### config.mk
export PLATFORM = sky130hd
export DESIGN_NAME = pin_deglitch_filter
export DESIGN_NICKNAME = d
export VERILOG_FILES = /design/src/rtl/ndf_pkg.sv /design/src/rtl/ndf_prescaler.sv /design/src/rtl/ndf_sync.sv /design/src/rtl/ndf_match_chain.sv /design/src/rtl/pin_deglitch_filter.sv
export SDC_FILE = /design/constraint.sdc
export NUM_CORES = 1
export LEC_CHECK = 0
export ABC_AREA = 0
export BUFFER_PORTS_ARGS = -buffer_cell sky130_fd_sc_hd__buf_2
export CAP_MARGIN = 15
export CORE_MARGIN = 2
export CORE_UTILIZATION = 55
export CTS_CLUSTER_SIZE = 8
export DETAILED_ROUTE_END_ITERATION = 10
export GPL_TIMING_DRIVEN = 0
export PLACE_DENSITY_LB_ADDON = 0.12
export SLEW_MARGIN = 20
export SYNTH_ARGS = -nofsm -noshare
export SYNTH_HDL_FRONTEND = slang
export SYNTH_HIERARCHICAL = 1
export SYNTH_SLANG_ARGS = --single-unit
### constraint.sdc
create_clock -name clk -period 2.9 [get_ports clk]
set_input_delay 0.435 -clock clk [delete_from_list [all_inputs] [get_ports clk]]
set_output_delay 0.435 -clock clk [all_outputs]
set_load 0.1 [all_outputs]
### src/rtl/ndf_pkg.sv
package ndf_pkg;

  typedef enum logic [1:0] {
    RATE_FINE   = 2'b00,
    RATE_MID    = 2'b01,
    RATE_SLOW   = 2'b10,
    RATE_SLOWER = 2'b11
  } rate_e;

  // Maps a select code onto one of four divide ratios.
  function automatic int unsigned pick_div(input logic [1:0] code,
                                           input int unsigned d0,
                                           input int unsigned d1,
                                           input int unsigned d2,
                                           input int unsigned d3);
    case (rate_e'(code))
      RATE_FINE: return d0;
      RATE_MID:  return d1;
      RATE_SLOW: return d2;
      default:   return d3;
    endcase
  endfunction

endpackage

### src/rtl/ndf_prescaler.sv
module ndf_prescaler
  import ndf_pkg::*;
#(
  parameter int unsigned DIV_0 = 2,
  parameter int unsigned DIV_1 = 8,
  parameter int unsigned DIV_2 = 32,
  parameter int unsigned DIV_3 = 64   // largest ratio, sizes the counter
) (
  input  logic       clk,
  input  logic       rst,
  input  logic       run,
  input  logic [1:0] rate_sel,
  output logic       tick
);
  localparam int unsigned CW = $clog2(DIV_3 + 1);

  logic [CW-1:0] cnt_q;
  logic [CW-1:0] lim;

  always_comb lim = CW'(pick_div(rate_sel, DIV_0, DIV_1, DIV_2, DIV_3) - 1);

  // ">=" keeps a ratio change mid-count from overrunning the wrap point.
  assign tick = run && (cnt_q >= lim);

  always_ff @(posedge clk) begin
    if (rst)      cnt_q <= '0;
    else if (run) cnt_q <= tick ? '0 : cnt_q + CW'(1);
  end
endmodule

### src/rtl/ndf_sync.sv
module ndf_sync #(
  parameter int unsigned DEPTH = 2
) (
  input  logic clk,
  input  logic rst,
  input  logic d,
  output logic q
);
  logic [DEPTH-1:0] pipe_q;

  always_ff @(posedge clk) begin
    if (rst) pipe_q <= '0;
    else     pipe_q <= {pipe_q[DEPTH-2:0], d};
  end

  assign q = pipe_q[DEPTH-1];
endmodule

### src/rtl/ndf_match_chain.sv
module ndf_match_chain #(
  parameter int unsigned TAPS = 5
) (
  input  logic            clk,
  input  logic            rst,
  input  logic            run,
  input  logic            tick,
  input  logic            din,
  output logic [TAPS-1:0] taps,
  output logic            lvl
);
  logic all_hi;
  logic all_lo;

  always_ff @(posedge clk) begin
    if (rst)       taps <= '0;
    else if (tick) taps <= {taps[TAPS-2:0], din};
  end

  assign all_hi = &taps;
  assign all_lo = ~|taps;

  always_ff @(posedge clk) begin
    if (rst) begin
      lvl <= 1'b0;
    end else if (run) begin
      if (all_hi)      lvl <= 1'b1;
      else if (all_lo) lvl <= 1'b0;
    end
  end
endmodule

### src/rtl/pin_deglitch_filter.sv
module pin_deglitch_filter #(
  parameter int unsigned DIV_R0     = 2,
  parameter int unsigned DIV_R1     = 8,
  parameter int unsigned DIV_R2     = 32,
  parameter int unsigned DIV_R3     = 64,
  parameter int unsigned SYNC_DEPTH = 2,
  parameter int unsigned TAPS       = 5
) (
  input  logic       clk,
  input  logic       rst,
  input  logic       pin_raw,
  input  logic       filt_en,
  input  logic [1:0] rate_sel,
  input  logic       mod_run,
  output logic       filt_out
);
  logic            pin_sync;
  logic            smp_tick;
  logic [TAPS-1:0] tap_vec;
  logic            flt_lvl;

  ndf_sync #(.DEPTH(SYNC_DEPTH)) u_sync (
    .clk (clk),
    .rst (rst),
    .d   (pin_raw),
    .q   (pin_sync)
  );

  ndf_prescaler #(
    .DIV_0(DIV_R0), .DIV_1(DIV_R1), .DIV_2(DIV_R2), .DIV_3(DIV_R3)
  ) u_presc (
    .clk      (clk),
    .rst      (rst),
    .run      (mod_run),
    .rate_sel (rate_sel),
    .tick     (smp_tick)
  );

  ndf_match_chain #(.TAPS(TAPS)) u_chain (
    .clk  (clk),
    .rst  (rst),
    .run  (mod_run),
    .tick (smp_tick),
    .din  (pin_sync),
    .taps (tap_vec),
    .lvl  (flt_lvl)
  );

  // Bypass passes the pin unregistered; the chain keeps running behind it.
  assign filt_out = filt_en ? flt_lvl : pin_raw;
endmodule

Yosys cells after proc, flatten, opt, wreduce, memory -nomap -nowiden:

Cells that the tools add are included.

* register bits after elaboration: 15
* input bits: 7
* output and inout bits: 1
* word-level logic and storage cells: 20

* $add $sub $neg: 2
* order comparisons: 1
* equality and inequality tests: 3
* mux-type cells: 5
* reduce and logical (&&, ||, !) cells: 5

Operator list (count)
* 7-bit case mux with 3 select lines: 1
* 7-bit by 1-bit adder with 7-bit output (second input constant): 1
* 7-bit greater-or-equal comparator: 1
* 7-bit two-way mux: 1
* 7-bit by 1-bit subtractor with 7-bit output (second input constant): 1
* 5-bit AND reduction: 1
* 5-bit OR reduction: 1
* 1-bit two-way mux: 3
* 2-bit by 1-bit == test with 1-bit output (second input constant): 1
* 2-bit == test (second input constant): 1
* 2-bit zero test: 1
* 2-bit by 1-bit inequality test with 1-bit output (second input constant): 1
* 2-bit AND reduction: 1
* 1-bit logical AND: 1

Longest topological paths before layout:

* depth after elaboration: 6
* gate-level depth with buffers: 11
* mapped depth without buffers: 10

Cells and area by module:

The synthesis kept the hierarchy.

Modules (own cells, without submodules)
* ndf_prescaler: instances 1, cells an instance 55, area each 478.0 um^2, seq. area each 140.1 um^2
* ndf_match_chain: instances 1, cells an instance 22, area each 235.2 um^2, seq. area each 120.1 um^2
* ndf_sync: instances 1, cells an instance 4, area each 52.6 um^2, seq. area each 40.0 um^2
* pin_deglitch_filter: instances 1, cells an instance 1, area each 15.0 um^2, seq. area each 0.0 um^2

Least setup slack after synthesis:

OpenSTA, ideal clock, no wires.

* path type: input-to-reg
* start point: input rate_sel[0]
* end point: register u_chain.taps[0]
* setup time: 0.114 ns
* data arrival time: 2.294 ns
* data required time: 2.786 ns
* path slack: 0.491 ns
* cell stages on the path: 10
* buffers on the path: 1
* cell sequence: nor2_1 -> inv_1 -> ha_1 -> ha_1 -> nand2_1 -> a211oi_2 -> or2_2 -> clkbuf_1 -> mux2i_1 -> nor2_1

* word-level cells in the longest chain between the ends: 5
* elaborated cells between the ends (all ways): 7
* classes of those cells: 1 x add/sub; 1 x order compare; 2 x eq/ne; 1 x mux; 2 x reduce/logical

RTL lines
* start: declaration: line pin_deglitch_filter.sv:13 `input logic [1:0] rate_sel,`
* 2-bit == test, or another cell as far along: line ndf_pkg.sv:16 `case (rate_e'(code))`
* 7-bit case mux with 3 select lines (*): line ndf_pkg.sv:16
* 7-bit by 1-bit subtractor with 7-bit output (*): line ndf_prescaler.sv:20 `always_comb lim = CW'(pick_div(rate_sel, DIV_0, DIV_1, DIV_2, DIV_3) - 1);`
* 7-bit greater-or-equal comparator (*): line ndf_prescaler.sv:23 `assign tick = run && (cnt_q >= lim);`
* 1-bit logical AND (*): line ndf_prescaler.sv:23
* named net smp_tick: line pin_deglitch_filter.sv:18 `logic smp_tick;`
* end signal: assignment: line ndf_match_chain.sv:17 `else if (tick) taps <= {taps[TAPS-2:0], din};`
* end: declaration: line ndf_match_chain.sv:9 `output logic [TAPS-1:0] taps,`

The timed path passes the listed nets; every way through them passes the cells marked *.
A chain may end at the register's enable or synchronous reset.

Worst setup path in the final report:

* start point: input rate_sel[0]
* end point: register u_chain.taps[4]

The elaborated chain is that of the path after synthesis.

==> results_dict.tcl <==
set metrics [dict create \
    cp_slowest_cell "a211oi_2" \
    setup_viol 0 \
    dr.pass1.iters 4 \
    avgSynthCellArea_sq_um 9.52 \
    die_w_um 41.7 \
    post_cts_buffers 0 \
    layout.nets 109 \
    synth_seq_area_share_pct 38.5 \
    drv_slew 0 \
    setup_tns_ns 0 \
    min_delay_worst_endpoint "u_sync/pipe_q[0]$_SDFF_PP0_" \
    reg2reg_to "u_chain/taps[4]$_SDFFE_PP0P_" \
    skew_ns 0.00835 \
    end_kind "flop" \
    core_area_sq_um 1320 \
    ctsHoldBuffers 0 \
    cts_sinks 15 \
    async_flop_share_pct 0 \
    yosys.area.top_type_share_pct 38.5 \
    ys_types 28 \
    drc 0 \
    critical_path_buf_inv_count 3 \
    grt-ovfl-total 0 \
    fmax_ghz 0.398 \
    grt_pass1_wl_mm 2.28 \
    cts.repair.resized 0 \
    crit_chain "buf_2 -> nor2_1 -> inv_1 -> ha_1 -> ha_1 -> nand2_1 -> a211oi_2 -> or2_2 -> clkbuf_1 -> mux2i_1 -> nor2_1" \
    rsz0062_at_grt "no" \
    finalHoldViolCount 0 \
    synthCells 82 \
    slew_headroom_pct 60.8 \
    cts_buffers 3 \
    numPortBuffers 7 \
    ys_warn_count 6 \
    total_power_mw 0.369 \
    synth_edf_count 0 \
    power.density_nw_per_um2 428 \
    path_delay_family "adder cells" \
    vias_per_cell 5.60 \
    io_pins 8 \
    synth_flop_cell "dfxtp_1" \
    finalCritPeriodShare_pct 86.6 \
    p_leak_nw 0.357 \
    area_growth_pct 10.4 \
    setup.worst_path.class "primary input to flop" \
    grt_pass1_vias 569 \
    worstMarginPinSlew_ns 0.588 \
    cts_tree "yes" \
    cts_root_buf "clkbuf_4" \
    vdd_drop_max_uv 248 \
    htree_levels 1 \
    grt_max_degree 10 \
    netlist_area_sq_um 781 \
    ys_top_cells_by_count "dfxtp_1 (15), ha_1 (8), mux2i_1 (6), nor2_1 (6)" \
    start_util_pct 59.3 \
    totalWireLength_mm 1.27 \
    dp_hpwl_um 980 \
    r2r_start "u_presc/cnt_q[6]$_SDFFE_PP0P_" \
    critPathRequiredTime_ns 3.07 \
    start_kind "primary input" \
    drive_gt1_share_pct 18.3 \
    cp_max_fo 8 \
    critPathArrivalTime_ns 2.68 \
    maxCapViolCount 0 \
    clk_latency_ns 0.28 \
    die_h_um 41.7 \
    clkTransAtPathRegs_ns 0.09 \
    hp-start "pin_raw" \
    grtUsageTotal_pct 17.1 \
    wl_per_cell_um 11.7 \
    status "complete, no violations" \
    antenna_found_initial 0 \
    max_stage_delay_ns 0.48 \
    reg2reg_depth 7 \
    synthTopCellsByArea "dfxtp_1 (38%), ha_1 (13%), mux2i_1 (7.7%)" \
    synth_most_common_cell "dfxtp_1" \
    clock_path_buffers 2 \
    drtIter0Drc 10 \
    ant_nets 0 \
    period_needed_ns 2.51 \
    ys_ff_latch 15 \
    rows 13 \
    synth_top_cell_by_area "dfxtp_1" \
    vias 605 \
    hp-class "primary input to flop" \
    place.gp.congestion 0.798 \
    reg2reg_slack_ns 0.78 \
    diodes 0 \
    min_delay_path_depth 2 \
    syn-num-nets 97 \
    die-area_sq_um 1740 \
]
-- layout make-up --
cell class / count / area [sq um]
Clock inverter: 1 / 5.00
Timing Repair Buffer: 7 / 35.0
Fill cell: 113 / 455
Inverter: 4 / 15.0
Multi-Input combinational cell: 61 / 450
Tap cell: 15 / 18.8
Buffer: 2 / 15.0
Sequential cell: 15 / 300
Clock buffer: 3 / 22.5
-- cells in the final DEF (no fill, tap or decap), drive strengths merged, types with 2 or more instances in the layout --
master / synthesis / final
clkbuf: 1 / 4
nor2b: 2 / 2
dfxtp: 15 / 15
ha: 8 / 8
mux2i: 6 / 6
nor2: 6 / 6
a21oi: 4 / 4
o21ai: 2 / 2
or3: 2 / 2
xor2: 3 / 3
nand2: 5 / 5
inv: 4 / 4
nor3: 5 / 5
buf: 1 / 8
nand3: 3 / 3
nand4: 2 / 2
a211oi: 3 / 3
-- power breakdown --
part	internal, mW	total (mW)	switching, mW	leakage (nW)
clock	0.0511	0.116	0.0646	0.0177
sequential	0.210	0.214	0.00375	0.122
combinational	0.0164	0.0392	0.0228	0.218
total	0.278	0.369	0.0911	0.357
-- worst max-delay path by stage --
stage / to / start / cells past startpoint / slack, ns
6_report: u_chain/taps[4]$_SDFFE_PP0P_ / rate_sel[0] / 11 / 0.39
5_1_grt: u_chain/taps[2]$_SDFFE_PP0P_ / rate_sel[0] / 11 / 0.19
4_1_cts: u_chain/taps[3]$_SDFFE_PP0P_ / rate_sel[0] / 11 / 0.39
3_5_place_dp: u_chain/taps[3]$_SDFFE_PP0P_ / rate_sel[0] / 11 / 0.08
3_3_place_gp: u_chain/taps[1]$_SDFFE_PP0P_ / rate_sel[0] / 11 / 0.09
2_1_floorplan: u_chain/taps[0]$_SDFFE_PP0P_ / rate_sel[0] / 10 / 0.49
-- cells by family after synthesis --
group,after synthesis,share of synthesized area [%]
simple gates,29,19.4
flops,15,38.5
mux,7,9.62
buf+inv,6,3.85
other cells,1,0.480
fa+ha+maj,8,12.8
compound gates,12,10.9
xor+xnor,4,4.49
-- flip-flops by register name (all words and copies together) (netlist names) --
signal,count
u_presc/cnt_q,7
u_chain/lvl,1
u_chain/taps,5
u_sync/pipe_q,2
-- through the flow --
step / utilization [%] / hold WS, ns / cells / setup slack [ns] / instance area (sq um)
2_1_floorplan: - / 0.414 / 82 / 0.492 / 781
3_3_place_gp: 63.3 / 0.418 / 104 / 0.0856 / 835
3_5_place_dp: 63.3 / 0.436 / 104 / 0.0795 / 835
4_1_cts: 65.4 / 0.385 / 108 / 0.388 / 862
5_1_grt: 65.4 / 0.387 / 108 / 0.189 / 862
6_report: 65.4 / 0.387 / 108 / 0.388 / 862
-- layer usage --
metal  vias up  wire [um]  GRT usage, %
li1        317          -             -
met1       278        592          19.5
met2         8        617          30.0
met3         2         42          2.61
met4         0         15          9.68
met5         -          0             0
Note: power is estimated with default switching activity, not from simulation.
